==> src/rtl/vga_wr_pkg.sv <==
// Package: shared types and helpers for the VGA planar write datapath.
// Assumes planes are packed little-end first: plane p at bits p*PLANE_W.
package vga_wr_pkg;

    // Write-mode selection after priority resolution
    typedef enum logic [1:0] {
        WM_PLAIN      = 2'd0,  // rotate + per-plane set/reset
        WM_EXPAND     = 2'd1,  // CPU low bits expanded to plane colour
        WM_MASKED_SR  = 2'd2   // set/reset colour, rotated data as mask
    } wr_mode_e;

    // Resolve the two independent selects; masked set/reset wins
    function automatic wr_mode_e resolve_mode(input logic sel2, input logic sel3);
        if (sel3)
            return WM_MASKED_SR;
        else if (sel2)
            return WM_EXPAND;
        else
            return WM_PLAIN;
    endfunction

endpackage

==> src/rtl/vga_byte_rotator.sv <==
// Module: right-rotates a byte-wide (PLANE_W) value by a run-time amount.
// Assumes ROT_W is wide enough to express PLANE_W-1; purely combinational.
module vga_byte_rotator #(
    parameter int PLANE_W = 8,
    localparam int ROT_W  = $clog2(PLANE_W)
) (
    input  logic [PLANE_W-1:0] din,
    input  logic [ROT_W-1:0]   amount,
    output logic [PLANE_W-1:0] dout
);

    logic [2*PLANE_W-1:0] doubled;
    logic [2*PLANE_W-1:0] shifted;

    // Duplicate the value so a right shift wraps low bits into the top
    always_comb begin
        doubled = {din, din};
        shifted = doubled >> amount;
        dout    = shifted[PLANE_W-1:0];
    end

endmodule

==> src/rtl/vga_display_latch.sv <==
// Module: 32-bit display latch. A VGA read load has priority over a
// software register write; otherwise the latch holds. Sync active-low reset.
module vga_display_latch #(
    parameter int WORD_W = 32
) (
    input  logic              clk,
    input  logic              rst_n,
    input  logic              load_rd,
    input  logic [WORD_W-1:0] rd_word,
    input  logic              load_sw,
    input  logic [WORD_W-1:0] sw_word,
    output logic [WORD_W-1:0] q
);

    // Update the latch: reset, then read load, then software write
    always_ff @(posedge clk) begin
        if (!rst_n)
            q <= '0;
        else if (load_rd)
            q <= rd_word;
        else if (load_sw)
            q <= sw_word;
    end

endmodule

==> src/rtl/vga_plane_lane.sv <==
// Module: builds and merges one plane's byte. Selects the plane data
// according to the resolved mode, then takes masked-off bits from the latch.
// Assumes the effective mask is computed outside (shared by all planes).
module vga_plane_lane
    import vga_wr_pkg::*;
#(
    parameter int PLANE_W = 8
) (
    input  wr_mode_e           mode,
    input  logic [PLANE_W-1:0] rot_byte,
    input  logic               cpu_bit,
    input  logic               sr_bit,
    input  logic               sr_en_bit,
    input  logic [PLANE_W-1:0] eff_mask,
    input  logic [PLANE_W-1:0] latch_byte,
    output logic [PLANE_W-1:0] plane_out
);

    logic [PLANE_W-1:0] plane_data;

    // Choose the plane's source byte for the active mode
    always_comb begin
        unique case (mode)
            WM_EXPAND:    plane_data = {PLANE_W{cpu_bit}};
            WM_MASKED_SR: plane_data = {PLANE_W{sr_bit}};
            default:      plane_data = sr_en_bit ? {PLANE_W{sr_bit}} : rot_byte;
        endcase
    end

    // Merge data with latch under the effective mask
    always_comb begin
        plane_out = (plane_data & eff_mask) | (latch_byte & ~eff_mask);
    end

endmodule

==> src/rtl/vga_wr_datapath.sv <==
// Module: top of the VGA planar write datapath. Owns the display latch,
// rotates the CPU byte, resolves the write mode, forms the effective mask
// and merges each plane. Result is registered: one cycle from wr_valid.
// Assumes PLANES <= PLANE_W (mode 2 uses one CPU bit per plane).
module vga_wr_datapath
    import vga_wr_pkg::*;
#(
    parameter int PLANES  = 4,
    parameter int PLANE_W = 8,
    localparam int WORD_W = PLANES * PLANE_W,
    localparam int ROT_W  = $clog2(PLANE_W)
) (
    input  logic               clk,
    input  logic               rst_n,
    input  logic               rd_valid,
    input  logic [WORD_W-1:0]  mem_rd_data,
    input  logic               latch_wr_en,
    input  logic [WORD_W-1:0]  latch_wr_data,
    output logic [WORD_W-1:0]  latch_q,
    input  logic               wr_valid,
    input  logic [PLANE_W-1:0] cpu_data,
    input  logic [ROT_W-1:0]   rot_count,
    input  logic [PLANES-1:0]  sr_value,
    input  logic [PLANES-1:0]  sr_enable,
    input  logic [PLANE_W-1:0] bit_mask,
    input  logic               mode2_sel,
    input  logic               mode3_sel,
    output logic               wr_out_valid,
    output logic [WORD_W-1:0]  wr_out_data
);

    wr_mode_e           mode;
    logic [PLANE_W-1:0] rot_byte;
    logic [PLANE_W-1:0] eff_mask;
    logic [WORD_W-1:0]  merged;

    vga_display_latch #(.WORD_W(WORD_W)) u_latch (
        .clk     (clk),
        .rst_n   (rst_n),
        .load_rd (rd_valid),
        .rd_word (mem_rd_data),
        .load_sw (latch_wr_en),
        .sw_word (latch_wr_data),
        .q       (latch_q)
    );

    vga_byte_rotator #(.PLANE_W(PLANE_W)) u_rot (
        .din    (cpu_data),
        .amount (rot_count),
        .dout   (rot_byte)
    );

    // Resolve mode priority and the mask shared by all planes
    always_comb begin
        mode     = resolve_mode(mode2_sel, mode3_sel);
        eff_mask = (mode == WM_MASKED_SR) ? (rot_byte & bit_mask) : bit_mask;
    end

    // One lane per plane
    for (genvar p = 0; p < PLANES; p++) begin : g_plane
        vga_plane_lane #(.PLANE_W(PLANE_W)) u_lane (
            .mode       (mode),
            .rot_byte   (rot_byte),
            .cpu_bit    (cpu_data[p]),
            .sr_bit     (sr_value[p]),
            .sr_en_bit  (sr_enable[p]),
            .eff_mask   (eff_mask),
            .latch_byte (latch_q[p*PLANE_W +: PLANE_W]),
            .plane_out  (merged[p*PLANE_W +: PLANE_W])
        );
    end

    // Register the valid strobe
    always_ff @(posedge clk) begin
        if (!rst_n)
            wr_out_valid <= 1'b0;
        else
            wr_out_valid <= wr_valid;
    end

    // Capture the merged word only on a write
    always_ff @(posedge clk) begin
        if (!rst_n)
            wr_out_data <= '0;
        else if (wr_valid)
            wr_out_data <= merged;
    end

endmodule

==> config.mk <==
export PLATFORM = sky130hd
export DESIGN_NAME = vga_wr_datapath
export DESIGN_NICKNAME = d
export VERILOG_FILES = /design/src/rtl/vga_wr_pkg.sv /design/src/rtl/vga_byte_rotator.sv /design/src/rtl/vga_display_latch.sv /design/src/rtl/vga_plane_lane.sv /design/src/rtl/vga_wr_datapath.sv
export SDC_FILE = /design/constraint.sdc
export NUM_CORES = 1
export LEC_CHECK = 0
export BUFFER_PORTS_ARGS = -buffer_cell sky130_fd_sc_hd__buf_4
export CORE_UTILIZATION = 44
export DETAILED_ROUTE_END_ITERATION = 10
export HOLD_SLACK_MARGIN = 0.08
export PLACE_DENSITY = 0.78
export SYNTH_ARGS = -nofsm -noshare
export SYNTH_HDL_FRONTEND = slang
export SYNTH_SLANG_ARGS = --single-unit
==> constraint.sdc <==
create_clock -name clk -period 2.08 [get_ports clk]
set_clock_uncertainty 0.15 [all_clocks]
set_input_delay 0.416 -clock clk [delete_from_list [all_inputs] [get_ports clk]]
set_output_delay 0.416 -clock clk [all_outputs]
set_load 0.01 [all_outputs]
==> flow_metrics.py, run 1 <==
metrics = {
    "global_route": {
        "grt_pass1_vias": 4241,
        "grt_usage_pct": 31.1,
        "grt_max_degree": 65,
        "antenna_found_initial": 0,
        "grt_pass1_wl_um": 21600,
        "grt_overflow": 0,
    },
    "sta": {
        "slew_headroom_pct": 50.6,
        "grt_setup_unrepaired": "false",
        "drv_slew": 0,
        "tightest_slew_ns": 0.720,
        "period_share_pct": 95.8,
        "setup_violations": 0,
        "max_freq_mhz": 502,
        "hold_viol": 0,
        "layout_min_cycle_time_ns": 1.99,
    },
    "detailed_routing": {
        "drt_iter0_drc": 333,
        "dr_wl_met3_um": 1060,
        "wl_met2_um": 6770,
        "ant_nets": 0,
        "wl_um": 14300,
        "top_layer": "met4",
        "wl_per_cell_um": 18.3,
        "vias": 4578,
        "route.detailed.drc": 0,
        "viasPerCell": 5.88,
        "firstDrtPassIters": 5,
        "wl_met1_um": 6180,
    },
    "worst_setup_path": {
        "r2r_slack_ns": 0.94,
        "crit_fanout": 8,
        "cp-end-kind": "flop",
        "regToRegEndpoint": "wr_out_data[31]",
        "worstRegToRegCells": 2,
        "critPathRequiredTime_ns": 2.13,
        "timing.rr.start": "u_latch.q[31]",
        "cp.arrival_ns": 2.04,
        "cp-start-kind": "primary input",
        "path_class": "primary input to flop",
    },
    "cts": {
        "post_cts_buffers": 0,
        "clock-sinks": 65,
        "clkLatencyLatePin_ns": 0.34,
        "root_buffer": "clkbuf_8",
        "cts_buffer_depth": 2,
        "cts_max_level": 3,
        "cts.clk_slew.worst_paths_ns": 0.08,
        "numCtsBuffers": 9,
        "cts_tree": "yes",
    },
    "cells_and_area": {
        "multiInputGateArea_um2": 2440,
        "diodes": 0,
        "nets": 763,
        "layout_common_cells": "buf_4 (195), nand2_1 (102), dfxtp_1 (65)",
        "seq_area_um2": 1300,
        "layout.cells.most_common": "buf_4",
        "drive_gt1_share_pct": 35.1,
        "stdcell_count": 778,
        "syn2layout_area_growth_pct": 45.6,
        "final_area_um2": 5690,
        "nFillCells": 774,
        "fin_util_pct": 65.6,
    },
    "synthesis": {
        "yosysUniqueCellTypes": 30,
        "synth_nets": 586,
        "syn_avg_cell_area_um2": 8.01,
        "ys_warn_count": 0,
        "ys_seq_area_share_pct": 33.3,
        "synth-seq-cells": 65,
        "synth_cells": 488,
        "syn-cell-area_um2": 3910,
    },
    "die": {
        "dieHeight_um": 96.3,
        "coreArea_um2": 8680,
        "start_util_pct": 45.0,
        "core.rowCount": 34,
        "die_x_um": 96.3,
        "ios": 163,
        "die_area_um2": 9260,
    },
    "job": {
        "maxCapViolCount": 0,
    },
    "place": {
        "post_dp_cell_area_um2": 5460,
        "gp_congestion": 0.975,
        "hpwl_um": 10200,
        "dp.cells": 762,
        "port-buffer-count": 162,
    },
    "pwr": {
        "p_per_area_nw_per_um2": 637,
        "leakagePower_uw": 0.00270,
        "irDropWorstVdd_mv": 0.385,
    },
    "min_path": {
        "min_to": "wr_out_data[28]",
        "holdCritStartpoint": "bit_mask[4]",
        "hold_path.class": "primary input to flop",
        "hold_depth": 2,
    },
    "outcome": {
        "outcome": "complete, no violations",
    },
}
how the worst max path moves through the flow:
stage,from,to,slack [ns],depth (start not counted)
floorplan,rot_count[2],wr_out_data[14],0.06,6
global placement,rot_count[1],wr_out_data[31],-0.26,6
detailed placement,rot_count[1],wr_out_data[15],-0.27,7
CTS,rot_count[1],wr_out_data[15],0.10,7
global route,rot_count[1],wr_out_data[10],0.04,8
finish,rot_count[1],wr_out_data[15],0.09,7
Yosys cell counts:
cell       count  share of area (%)
nand2_1      102                9.8
dfxtp_1       65                 33
mux2i_1       40                 10
o21ai_0       34                4.4
and2_1        33                5.3
nand3_1       27                3.5
and3_1        26                4.2
clkbuf_1      26                2.5
a31oi_1       24                3.8
o2111ai_1     16                3.6
inv_1         11                1.1
nor2_1         9               0.86
a221oi_1       8                1.8
a22o_1         8                1.8
mux4_2         8                4.6
nand4_1        8                1.3
a21oi_1        7               0.90
a32oi_1        7                1.6
a31o_2         5                1.1
buf_1          5               0.48
nor2b_1        4               0.64
o221a_2        4                1.2
a221o_1        2               0.51
nand2b_1       2               0.32
o211ai_1       2               0.38
a311o_1        1               0.26
a32o_1         1               0.26
buf_2          1               0.13
buf_6          1               0.29
clkinv_1       1              0.096
report_power, final:
group	switching, uW	internal, uW
Clock	541	712
Combinational	460	489
Sequential	85.6	1340
metal layers:
metal	vias to the layer above	GRT usage, %
met5	-	0
met4	0	11.4
met3	23	4.74
met2	231	51.0
met1	2162	41.2
li1	2162	-
critical path, cell delays in order:
cell       delay (ns)
buf_4            0.16
buf_4            0.14
mux2i_2          0.21
mux4_2           0.56
and3_1           0.21
a31oi_1          0.16
o2111ai_1        0.17
cell type report:
class / count / area share (%)
multi-input cells: 378 / 42.9
repair buffers: 199 / 27.1
flip-flops and latches: 65 / 22.9
clock buffers: 10 / 2.42
well taps: 108 / 2.37
clock inverters: 6 / 1.58
inverters: 12 / 0.791
through the flow:
step	TNS, ns	setup WS (ns)	hold WS [ns]	total power [uW]
after global routing	0	0.0376	0.188	3790
after CTS	0	0.103	0.192	3630
final	0	0.0866	0.207	3630
after floorplan	0	0.0556	0.355	1860
after global placement	-4.81	-0.255	0.301	2370
after detailed placement	-5.33	-0.273	0.301	2390
cell families after synthesis:
group	count (synthesis)	synth area share, %
AO/OA/AOI/OAI	119	21.5
buffers and inverters	45	4.55
multiplexers	48	14.9
AND/OR/NAND/NOR	211	25.8
flip-flops	65	33.3
timing repair:
| action | in CTS | in global routing |
|---|---|---|
| resized for setup | 0 | 2 |
| endpoints found under the setup margin | 0 | 7 |
| hold buffers | 0 | 0 |
flip-flops by register name, summed over array words and instances, names as in the netlist:
name          cells
wr_out_valid      1
wr_out_data      32
u_latch.q        32
Note: power is estimated with default switching activity, not from simulation.
==> run 2, diff against run 1 <==
Settings changed: CORE_UTILIZATION 44 to 49, PLACE_DENSITY 0.78 to 0.82.
Clock period 2.08 ns to 2.2 ns, I/O delays scaled along.
==> run 2 against run 1 <==
  * Largest cell class unchanged
  * Critical path depth did not move
  * Sequential cell count did not move
  * First-iteration DRC count rose by 20%
  * Sequential power fell by 6%
  * Worst setup slack improved by 0.13 ns
  * Hold slack improved by 0.017 ns
  * Sequential share of layout area rose by 0.46 points
  * Combinational power fell by 9.2%
  * Via count barely moved
==> flow_metrics.py, run 2 (synthesized netlist as in run 1, its figures left out) <==
metrics = {
    "cells_and_area": {
        "top_regs": "u_latch.q (32), wr_out_data (32), wr_out_valid (1)",
        "fin_util_pct": 72.2,
        "layout_common_cells": "buf_4 (190), nand2_1 (102), dfxtp_1 (65)",
        "final_area_um2": 5580,
        "layout.cells.most_common": "buf_4",
        "nFillCells": 643,
        "syn2layout_area_growth_pct": 42.8,
        "diodes": 0,
        "stdcell_count": 763,
        "nets": 754,
        "drive_gt1_share_pct": 33.9,
    },
    "cts": {
        "post_cts_buffers": 0,
        "root_buffer": "clkbuf_8",
        "clock-sinks": 65,
        "post_cts_resized": 0,
        "cts.clk_slew.worst_paths_ns": 0.08,
        "cts_buffer_depth": 2,
        "numCtsBuffers": 9,
        "clkLatencyLatePin_ns": 0.35,
        "cts_tree": "yes",
        "cts_max_level": 3,
        "holdBufCountCts": 0,
    },
    "die": {
        "die_x_um": 91.3,
        "start_util_pct": 50.6,
        "die_area_um2": 8340,
        "core.rowCount": 32,
        "dieHeight_um": 91.3,
        "coreArea_um2": 7730,
        "ios": 163,
    },
    "detailed_routing": {
        "vias": 4580,
        "wl_um": 14300,
        "ant_nets": 0,
        "route.detailed.drc": 0,
        "viasPerCell": 6.00,
        "drt_iter0_drc": 400,
        "firstDrtPassIters": 6,
        "wl_per_cell_um": 18.8,
    },
    "place": {
        "port-buffer-count": 162,
        "dp.cells": 747,
        "gp_congestion": 1.02,
        "hpwl_um": 10500,
        "post_dp_cell_area_um2": 5330,
    },
    "worst_setup_path": {
        "path_class": "primary input to flop",
        "critPathRequiredTime_ns": 2.28,
        "worstRegToRegCells": 3,
        "cp-start-kind": "primary input",
        "crit_fanout": 8,
        "cp.arrival_ns": 2.07,
        "cp-end-kind": "flop",
    },
    "min_path": {
        "hold_depth": 2,
        "hold_path.class": "primary input to flop",
    },
    "sta": {
        "fin_setup_tns_ns": 0,
        "grt_setup_unrepaired": "false",
        "hold_viol": 0,
        "period_share_pct": 90.3,
        "tightest_slew_ns": 1.20,
        "max_freq_mhz": 503,
        "setup_violations": 0,
        "slew_headroom_pct": 19.9,
        "layout_min_cycle_time_ns": 1.99,
        "drv_slew": 0,
    },
    "pwr": {
        "leakagePower_uw": 0.00266,
        "p_per_area_nw_per_um2": 628,
        "irDropWorstVdd_mv": 0.419,
    },
    "global_route": {
        "grt_overflow": 0,
        "grt_max_degree": 65,
        "antenna_found_initial": 0,
        "grt_usage_pct": 34.5,
        "grt_pass1_vias": 4370,
        "grt_pass1_wl_um": 22400,
    },
    "job": {
        "maxCapViolCount": 0,
    },
    "outcome": {
        "outcome": "complete, no violations",
    },
}
-- run 2: cell types whose count changed in the layout (fill, tap and decap cells not counted) --
cell | previous run | this run
buf_12 | 4 | 0
inv_6 | 1 | 2
mux2i_1 | 38 | 40
clkinvlp_4 | 1 | 0
bufinv_16 | 2 | 3
clkbuf_8 | 10 | 9
buf_4 | 195 | 190
clkinv_2 | 1 | 0
clkinv_4 | 1 | 2
mux2i_2 | 2 | 0
-- run 2: where the power goes --
| part | internal [uW] | switching, uW |
|---|---|---|
| Combinational | 429 | 432 |
| Clock | 765 | 526 |
| Sequential | 1270 | 84.6 |
-- run 2: layout make-up --
cell class                 count  area [um^2]  share of cell area, %
multi-input combinational    378         2430                   43.6
sequential                    65         1300                   23.3
timing repair buffer         190         1430                   25.6
inverter                      12         45.0                  0.807
tap                          102          128                   2.29
clock inverter                 7          125                   2.24
clock buffer                   9          124                   2.22
-- run 2: final timing paths --
kind                                        end  slack (ns)       startpoint
worst min-delay path            wr_out_data[27]        0.22      bit_mask[3]
worst min register to register  wr_out_data[20]        0.33  wr_out_data[20]
worst max-delay path            wr_out_data[23]        0.21     rot_count[1]
worst max register to register    u_latch.q[11]        0.99    u_latch.q[11]
-- run 2: routing by layer --
metal	up-vias	wire length [um]	global-route usage, %
li1	2142	-	-
met1	2095	6050	43.9
met2	312	6460	55.6
met3	31	1420	8.71
met4	0	414	14.3
met5	-	0	0
-- run 2: through the flow --
| step | total power [uW] | hold WS (ns) | worst slack (ns) |
|---|---|---|---|
| 5_1_grt | 3630 | 0.228 | 0.142 |
| 3_3_place_gp | 2200 | 0.305 | -0.0831 |
| 6_report | 3500 | 0.225 | 0.214 |
| 2_1_floorplan | 1760 | 0.355 | 0.152 |
| 3_5_place_dp | 2220 | 0.306 | -0.118 |
| 4_1_cts | 3490 | 0.218 | 0.260 |
-- run 2: worst max-delay path, stage by stage --
cell	delay, ns
buf_4	0.16
mux2i_1	0.57
buf_4	0.22
a221oi_1	0.11
buf_4	0.20
a31oi_1	0.22
o2111ai_1	0.14
==> run 3, diff against run 2 <==
Settings changed: CORE_UTILIZATION 49 to 51, SYNTH_HIERARCHICAL from default to 1.
==> run 3 against run 2 <==
  * Hold slack gained 0.033 ns
  * Worst setup slack lost 0.13 ns
  * Non-clock buffer count shrank 12
  * Combinational power grew 38%
  * Sequential cell count is the same
  * Largest power group unchanged
==> flow_metrics.py, run 3 <==
metrics = {
    "worst_setup_path": {
        "cp_top_family": "compound AO/OA/AOI/OAI gates",
        "critPathLaunch": "rot_count[1]",
        "cp-end-kind": "flop",
        "r2r_slack_ns": 1.07,
        "path_depth": 10,
        "path_class": "primary input to flop",
        "cp_slowest_stage_delay_ns": 0.48,
        "cp-start-kind": "primary input",
        "cp.arrival_ns": 2.25,
        "critPathRequiredTime_ns": 2.33,
        "cp_num_buf_inv": 3,
        "worst_path_max_delay_cell": "a21boi_2",
        "timing.rr.start": "u_latch/q[16]",
        "cp-endpoint": "wr_out_data[21]",
        "worstRegToRegCells": 4,
        "regToRegEndpoint": "wr_out_data[16]",
        "crit_fanout": 8,
        "path_cells": "buf_4, buf_12, mux4_2, mux2_4, inv_1, a21boi_2, nor2_1, a31oi_2, mux2i_1, nor2b_1",
    },
    "pwr": {
        "p_per_area_nw_per_um2": 595,
        "p_sw_uw": 1070,
        "switching_share_pct": 28.8,
        "power_frac_comb_pct": 32.0,
        "intPower_uw": 2640,
        "finalPower_uw": 3710,
        "irDropWorstVdd_mv": 0.301,
        "clkPwrFrac_pct": 31.7,
        "leakagePower_uw": 0.00311,
        "pwr-share-seq_pct": 36.4,
    },
    "sta": {
        "setup_violations": 0,
        "drv_slew": 0,
        "fin_setup_tns_ns": 0,
        "tightest_slew_ns": 0.622,
        "holdWs_ns": 0.258,
        "hold_viol": 0,
        "slew_headroom_pct": 58.6,
        "max_freq_mhz": 472,
        "period_share_pct": 96.4,
        "layout_min_cycle_time_ns": 2.12,
        "grt_setup_unrepaired": "false",
    },
    "global_route": {
        "antenna_found_initial": 0,
        "grt_usage_pct": 27.4,
        "grt_pass1_vias": 3893,
        "grt_overflow": 0,
        "grt_pass1_wl_um": 20600,
        "grt_max_degree": 66,
    },
    "cells_and_area": {
        "drive_gt1_share_pct": 52.5,
        "diodes": 0,
        "nets": 706,
        "layout.cells.most_common": "buf_4",
        "syn2layout_area_growth_pct": 30.7,
        "layout_common_cells": "buf_4 (175), dfxtp_1 (65), mux2_4 (38)",
        "nFillCells": 682,
        "final_area_um2": 6230,
        "top_regs": "u_latch/q (32), wr_out_data (32), wr_out_valid (1)",
    },
    "cts": {
        "clkLatencyLatePin_ns": 0.34,
        "clock-sinks": 65,
        "cts.clk_slew.worst_paths_ns": 0.07,
        "numCtsBuffers": 9,
        "root_buffer": "clkbuf_8",
        "holdBufCountCts": 0,
        "cts_tree": "yes",
        "cts_max_level": 3,
        "cts_buffer_depth": 2,
    },
    "synthesis": {
        "synth-seq-cells": 65,
        "async_reset_ff_share_pct": 0,
        "synth_top_area_share_pct": 27.3,
        "ys_warn_count": 6,
        "synth_cells": 446,
        "synth_common_cells": "dfxtp_1 (65), mux2_2 (42), nor2b_1 (33)",
        "syn_avg_cell_area_um2": 10.7,
        "ys_dominant_reg_cell": "dfxtp_1",
        "synth_area_leaders": "dfxtp_1 (27%), mux2_2 (9.9%), mux2_4 (9.4%), a31oi_2 (8.4%), mux2i_1 (6.7%)",
        "syn-cell-area_um2": 4770,
        "yosysTopAreaCell": "dfxtp_1",
        "yosysUniqueCellTypes": 27,
        "synth_nets": 552,
        "synth_most_common_cell": "dfxtp_1",
        "synth_edf_count": 0,
        "ys_seq_area_share_pct": 27.3,
    },
    "place": {
        "hpwl_um": 9390,
        "post_dp_cell_area_um2": 5970,
        "gp_congestion": 0.849,
        "port-buffer-count": 162,
    },
    "die": {
        "start_util_pct": 53.6,
        "coreArea_um2": 8890,
        "die_x_um": 98.7,
        "die_area_um2": 9740,
        "dieHeight_um": 98.7,
        "core.rowCount": 34,
        "ios": 163,
    },
    "detailed_routing": {
        "wl_um": 13300,
        "drt_iter0_drc": 260,
        "vias": 3954,
        "route.detailed.drc": 0,
        "wl_per_cell_um": 18.6,
        "firstDrtPassIters": 5,
        "ant_nets": 0,
        "viasPerCell": 5.55,
    },
    "job": {
        "maxCapViolCount": 0,
    },
    "min_path": {
        "hold_path.class": "primary input to flop",
    },
    "outcome": {
        "outcome": "complete, no violations",
    },
}
==> run 3: changes by cell type after synthesis, moves of 21 or more <==
cell / change
mux2_4: +30
a31oi_1: -24
and3_1: -26
nand2_1: -70
o21ai_0: -34
and2_1: -32
o211a_1: +32
mux2_2: +42
a31oi_2: +32
nor2b_1: +29
or2b_1: +21
nand3_1: -27
nor2_1: +23
==> run 3: worst min path at each step <==
stage | startpoint | endpoint | slack [ns] | cells past startpoint
finish | mem_rd_data[15] | u_latch/q[15] | 0.26 | 3
global placement | wr_out_data[3] | wr_out_data[3] | 0.35 | 2
CTS | mem_rd_data[19] | u_latch/q[19] | 0.25 | 3
floorplan | wr_out_data[27] | wr_out_data[27] | 0.39 | 2
detailed placement | wr_out_data[26] | wr_out_data[26] | 0.36 | 2
global route | mem_rd_data[17] | u_latch/q[17] | 0.24 | 3
==> run 3: power by group through the flow <==
| stage | Clock [uW] | Combinational (uW) | Sequential (uW) |
|---|---|---|---|
| after floorplan | 0 | 716 | 1390 |
| after global placement | 0 | 1130 | 1370 |
| after detailed placement | 0 | 1160 | 1370 |
| after CTS | 1200 | 1170 | 1350 |
| after global routing | 1250 | 1270 | 1360 |
| final | 1170 | 1190 | 1350 |
==> run 3: layer usage <==
layer,GRT usage [%],wire (um),part of all wire (%)
met2,46.1,6530,49
met3,5.04,690,5.2
met5,0,0,0
met1,34.6,5700,43
met4,11.7,325,2.5
==> run 3: per-stage QoR <==
stage | std cells | worst slack (ns) | util, %
after global placement | 697 | -0.232 | 67.2
after detailed placement | 697 | -0.295 | 67.2
after global routing | 712 | 0.0229 | 70.1
final | 712 | 0.0796 | 70.1
after CTS | 712 | 0.0464 | 69.8
after floorplan | 446 | 0.00535 | -
==> run 3: final cells by class <==
class	count	area, um^2	area share (%)
tap	108	135	2.17
inverter	16	60.1	0.964
multi-input combinational	330	3140	50.4
timing repair buffer	178	1370	21.9
clock buffer	13	169	2.71
sequential	65	1300	20.9
clock inverter	2	60.1	0.964
==> run 3: cell families (layout without fill, tap and decap cells) <==
| group | Yosys count | in the layout | synth area share (%) |
|---|---|---|---|
| buffers and inverters | 51 | 209 | 8.01 |
| adder cells (fa/ha/maj) | 8 | 8 | 2.10 |
| flip-flops | 65 | 65 | 27.3 |
| AO/OA/AOI/OAI | 76 | 76 | 17.3 |
| multiplexers | 112 | 112 | 30.5 |
| AND/OR/NAND/NOR | 134 | 134 | 14.8 |
==> run 3: worst register-to-register path, cell delays in order (launching register included) <==
cell and delay (ns):
dfxtp_1 0.40, nor2_1 0.08, a31oi_2 0.20, mux2i_1 0.10, nor2b_1 0.14
==> run 3: repair_timing <==
item	CTS	global route
endpoints found under the setup margin	0	18
buffers inserted	0	0
resized for setup	0	5
endpoints found under the hold margin	0	0
